<file path="config.mk">
export PLATFORM = sky130hd
export DESIGN_NAME = irq_stack_seq
export DESIGN_NICKNAME = d
export VERILOG_FILES = /design/src/rtl/irq_stack_seq.sv
export SDC_FILE = /design/constraint.sdc
export NUM_CORES = 1
export LEC_CHECK = 0
export ABC_AREA = 1
export BUFFER_PORTS_ARGS = -buffer_cell sky130_fd_sc_hd__buf_2
export CAP_MARGIN = 20
export CORE_AREA = 4 4 166 120
export CTS_CLUSTER_SIZE = 28
export DETAILED_ROUTE_END_ITERATION = 16
export DIE_AREA = 0 0 170 124
export MAX_ROUTING_LAYER = met4
export PLACE_DENSITY = 0.87
export SLEW_MARGIN = 20
export SYNTH_ARGS = -nofsm -noshare
export SYNTH_HDL_FRONTEND = slang
export SYNTH_SLANG_ARGS = --single-unit
</file>
<file path="constraint.sdc">
create_clock -name clk -period 2.31 [get_ports clk]
set_input_delay 0.231 -clock clk [delete_from_list [all_inputs] [get_ports clk]]
set_output_delay 0.231 -clock clk [all_outputs]
set_load 0.1 [all_outputs]
</file>
<file path="src/rtl/irq_stack_seq.sv">
module irq_stack_seq #(
  parameter int               ADDR_W    = 16,
  parameter logic [ADDR_W-1:0] VEC_ADDR = 16'hFFFE,
  parameter logic [15:0]      BOOT_PC   = 16'h0000,
  parameter logic [7:0]       RESET_CCR = 8'hD0,
  parameter logic [1:0]       BOOT_MODE = 2'b10
) (
  input  logic              clk,
  input  logic              rst_n,
  input  logic [1:0]        mode,
  input  logic              save_req,
  input  logic              rest_req,
  input  logic [15:0]       snap_pc,
  input  logic [15:0]       snap_y,
  input  logic [15:0]       snap_x,
  input  logic [15:0]       snap_d,
  input  logic [7:0]        snap_ccr,
  input  logic [ADDR_W-1:0] sp_in,
  output logic [ADDR_W-1:0] sp_out,
  output logic [15:0]       pc_out,
  output logic [15:0]       y_out,
  output logic [15:0]       x_out,
  output logic [15:0]       d_out,
  output logic [7:0]        ccr_out,
  output logic              mem_re,
  output logic              mem_we,
  output logic [ADDR_W-1:0] mem_addr,
  output logic [7:0]        mem_wdata,
  input  logic [7:0]        mem_rdata,
  output logic              busy,
  output logic              ready,
  output logic              save_done,
  output logic              rest_done
);

  localparam int FRAME_BYTES = 9;
  localparam int FRAME_W     = 8 * FRAME_BYTES;
  localparam int CNT_W       = $clog2(FRAME_BYTES);
  localparam logic [CNT_W-1:0]  LAST    = CNT_W'(FRAME_BYTES - 1);
  localparam logic [CNT_W-1:0]  CNT_ONE = CNT_W'(1);
  localparam logic [ADDR_W-1:0] SP_ONE  = ADDR_W'(1);

  typedef enum logic [1:0] {S_VEC, S_IDLE, S_SAVE, S_REST} st_t;

  st_t                st;
  logic [CNT_W-1:0]   idx;
  logic [FRAME_W-1:0] sv_frame;
  logic [FRAME_W-1:0] rf;

  wire              boot        = (mode == BOOT_MODE);
  wire              last        = (idx == LAST);
  wire              accept_save = (st == S_IDLE) && save_req;
  wire              accept_rest = (st == S_IDLE) && rest_req && !save_req;
  wire [CNT_W-1:0]  ridx        = LAST - idx;

  assign busy      = (st != S_IDLE);
  assign mem_we    = (st == S_SAVE);
  assign mem_re    = (st == S_REST) || ((st == S_VEC) && !boot);
  assign mem_wdata = sv_frame[{idx, 3'b000} +: 8];
  assign {ccr_out, d_out, x_out, y_out, pc_out} = rf;

  always_comb begin
    case (st)
      S_VEC:   mem_addr = VEC_ADDR + ADDR_W'(idx);
      S_SAVE:  mem_addr = sp_out - SP_ONE;
      default: mem_addr = sp_out;
    endcase
  end

  always_ff @(posedge clk or negedge rst_n) begin
    if (!rst_n) begin
      st        <= S_VEC;
      idx       <= '0;
      rf        <= {RESET_CCR, {(FRAME_W-8){1'b0}}};
      sv_frame  <= '0;
      sp_out    <= '0;
      ready     <= 1'b0;
      save_done <= 1'b0;
      rest_done <= 1'b0;
    end else begin
      save_done <= 1'b0;
      rest_done <= 1'b0;
      case (st)
        S_VEC: begin
          if (boot) begin
            rf[15:0] <= BOOT_PC;
            st       <= S_IDLE;
            ready    <= 1'b1;
            idx      <= '0;
          end else if (idx == '0) begin
            rf[15:8] <= mem_rdata;
            idx      <= CNT_ONE;
          end else begin
            rf[7:0]  <= mem_rdata;
            idx      <= '0;
            st       <= S_IDLE;
            ready    <= 1'b1;
          end
        end
        S_IDLE: begin
          if (accept_save) begin
            sv_frame <= {snap_ccr, snap_d, snap_x, snap_y, snap_pc};
            sp_out   <= sp_in;
            idx      <= '0;
            st       <= S_SAVE;
          end else if (accept_rest) begin
            sp_out   <= sp_in;
            idx      <= '0;
            st       <= S_REST;
          end
        end
        S_SAVE: begin
          sp_out <= sp_out - SP_ONE;
          idx    <= idx + CNT_ONE;
          if (last) begin
            idx       <= '0;
            st        <= S_IDLE;
            save_done <= 1'b1;
          end
        end
        default: begin
          rf[{ridx, 3'b000} +: 8] <= mem_rdata;
          sp_out <= sp_out + SP_ONE;
          idx    <= idx + CNT_ONE;
          if (last) begin
            idx       <= '0;
            st        <= S_IDLE;
            rest_done <= 1'b1;
          end
        end
      endcase
    end
  end

endmodule

</file>
==> results.json <==
{
  "synthArstFlopShare": 1.000,
  "place_ws_ns": 0.09448,
  "finish.instance_area_um2": 11860,
  "areaGrowthSynthToFinish_pct": 33.70,
  "ios": 220,
  "critPathMaxFanout": 6,
  "synth_cells": 1039,
  "worst_pin_slew_ns": 0.5270,
  "final_util": 0.6427,
  "final.min_clock_period_ns": 2.322,
  "die_y_um": 124,
  "cts.clk_slew.worst_paths_ns": 0.08,
  "core_um2": 18450,
  "grt-ovfl-total": 0,
  "h-tree-depth": 4,
  "ys_seq_elements": 169,
  "maxCapViolations": 0,
  "critPathTopFamily": "flip-flops",
  "placed_cell_area_um2": 10610,
  "fmax_ghz": 0.4306,
  "syn_area_um2": 8867,
  "grt_pass1_vias": 7974,
  "rsz0062_at_grt": "yes",
  "antenna_cells": 0,
  "hp-class": "in -> reg",
  "period_share": 1.005,
  "yosys.area.top_type": "dfrtp_1",
  "drt-wirelength-per-cell_um": 18.24,
  "dieWidth_um": 170,
  "synth_ff_type": "dfrtp_1",
  "numCtsBuffers": 17,
  "synth_edf_count": 0,
  "synth_top_area_frac": 0.4685,
  "grt_pass1_wl_mm": 41.48,
  "cts-root-buf": "clkbuf_16",
  "setup_viol_count_final": 1,
  "yosys_warnings": 0,
  "nNetsFinal": 1414,
  "drt_iter0_drc": 1007,
  "start_kind": "flip-flop",
  "crit_required_ns": 2.08,
  "start_util": 0.4807,
  "status": "finished, violations left",
  "maxSlewViolCount": 0,
  "cts_tree": "done",
  "slew_headroom": 0.6486,
  "cp_common_cell": "nand2_1",
  "vias_per_cell": 5.661,
  "synth_fp_nets": 1156,
  "cts_buffer_depth": 2,
  "antenna_found_initial": 0,
  "drc": 0,
  "ant_nets": 0,
  "slowest_delay_ns": 0.46,
  "routed_wl_mm": 28.30,
  "syn_avg_cell_area_um2": 8.534,
  "arrival_ns": 2.09,
  "fin_hold_ws_ns": 0.02519,
  "grt_max_degree": 66,
  "num_rows": 42,
  "place_congestion": 0.9324,
  "path_buf_inv": 2,
  "dr.pass1.iters": 6,
  "insertion_delay_ns": 0.43,
  "path_class": "reg -> out",
  "drive_gt1_frac": 0.3771,
  "dieArea_um2": 21080,
  "vias": 8786,
  "clkSinkCount": 169,
  "crit_path_end_kind": "output pin",
  "track_usage": 0.2557,
  "port_buffers": 219,
  "ys_seq_area_frac": 0.4774,
  "slowest_stage": "dfrtp_2",
  "hold_violations": 0,
  "fin_ws_ns": -0.01237,
  "ys_types": 41,
  "synth_area_leaders": "dfrtp_1, nand2_1, mux2_2, nor2_1, o21ai_0",
  "dpl.hpwl_mm": 19.19,
  "path_cells": "inv_2, ha_4, nand2_4, nor2_4, nand2_1, nand2_1, nand3_2, o211ai_1, clkbuf_16",
  "skew_ns": 0.01441,
  "violations": "setup timing"
}
## registers in the layout, summed over array words and instances, names as in the netlist
| name | cells |
|---|---|
| idx | 4 |
| st | 2 |
| rest_done | 1 |
| sv_frame | 72 |
| rf | 72 |
| sp_out | 16 |
| ready | 1 |
| save_done | 1 |
## routing by layer
metal / routed length, um / up-vias / GRT usage
li1: - / 4002 / -
met1: 11820 / 4136 / 0.3519
met2: 12870 / 577 / 0.3868
met3: 3120 / 71 / 0.06028
met4: 489 / 0 / 0.06434
met5: 0 / - / -
## worst paths after layout
path                                  startpoint                  endpoint  slack [ns]  depth (start not counted)
setup reg to reg              idx[0]$_DFFE_PN0P_        rf[65]$_DFFE_PN0P_        0.16                         13
setup / recovery           sp_out[1]$_DFFE_PN0P_              mem_addr[10]       -0.01                          9
max in group asynchronous                  rst_n        rf[68]$_DFFE_PN1P_        1.23                          3
min in group asynchronous                  rst_n         rf[7]$_DFFE_PN0P_        0.32                          2
hold / removal                         snap_y[1]  sv_frame[17]$_DFFE_PN0P_        0.03                          2
hold reg to reg               rf[68]$_DFFE_PN1P_        rf[68]$_DFFE_PN1P_        0.47                          2
## Yosys cell counts (2+ instances only)
library cell,count
buf_6,5
ha_1,15
dfstp_2,3
inv_2,2
clkbuf_1,23
o21ai_0,75
nand2_1,295
o22ai_1,16
nand2_4,4
nor3_1,4
buf_4,4
o21ai_1,26
a22oi_1,9
dfrtp_1,166
nand2_2,7
nor2_4,2
nand4_1,14
o21ai_2,8
a21oi_1,24
inv_1,51
a31oi_1,3
nand3_1,58
nand3_2,3
mux2_2,72
o221ai_1,3
buf_2,14
o211ai_1,12
nor2_1,108
## through the flow
stage          std cells  setup TNS (ns)
2_1_floorplan       1039          -6.596
3_3_place_gp        1484               0
3_5_place_dp        1484               0
4_1_cts             1517               0
5_1_grt             1552         -0.4417
6_report            1552        -0.01237
## cell usage in the layout, fill, tap and decap left out, types with 4 or more instances in the layout
master     synthesis  routed
o22ai_1           16      16
o21ai_0           75      68
mux2_2            72      72
nand3_1           58      48
o21ai_1           26      32
o211ai_1          12      12
nand4_1           14      14
nor2_4             2      10
buf_4              4      54
nand2_2            7      13
inv_1             51      42
dfrtp_1          166     150
nand2_1          295     286
clkinv_4           1       6
nand2_4            4       8
a21oi_1           24      24
inv_8              0       5
buf_2             14     193
o21ai_2            8       9
nor3_1             4       4
buf_6              5       6
inv_2              2       8
buf_12             0      20
nor2_1           108      94
nor2_2             1       8
a22oi_1            9       8
nand3_2            3      13
clkbuf_16          0      23
ha_1              15      11
dfrtp_2            0      16
## repair_timing
action / CTS / global route
buffers inserted: 0 / 31
gates cloned: 0 / 4
resized for setup: 30 / 76
setup endpoints to repair: 20 / 47
pin swaps: 5 / 20
hold endpoints to repair: 49 / 0
hold buffers: 1 / 0
## cell families (layout without fill, tap and decap cells)
family / Yosys count / count (layout) / synth area share
AOI/OAI and AO/OA: 180 / 180 / 0.1177
adders and majority gates: 15 / 15 / 0.02117
buffers and inverters: 101 / 370 / 0.05178
DFF: 169 / 169 / 0.4774
muxes: 72 / 72 / 0.09144
and+or+nand+nor: 502 / 504 / 0.2406
## final cells by class
class                      instances  area [um^2]
clock buffer                      18        439.2
fill                            1444         6590
timing repair buffer             283         2044
clock inverter                    14        148.9
sequential                       169         4253
multi-input combinational        771         4439
tap                              242        302.8
inverter                          55        227.7
Power is not shown: default switching activity piles up to over one toggle a cycle in this logic, so the estimate is an artifact.
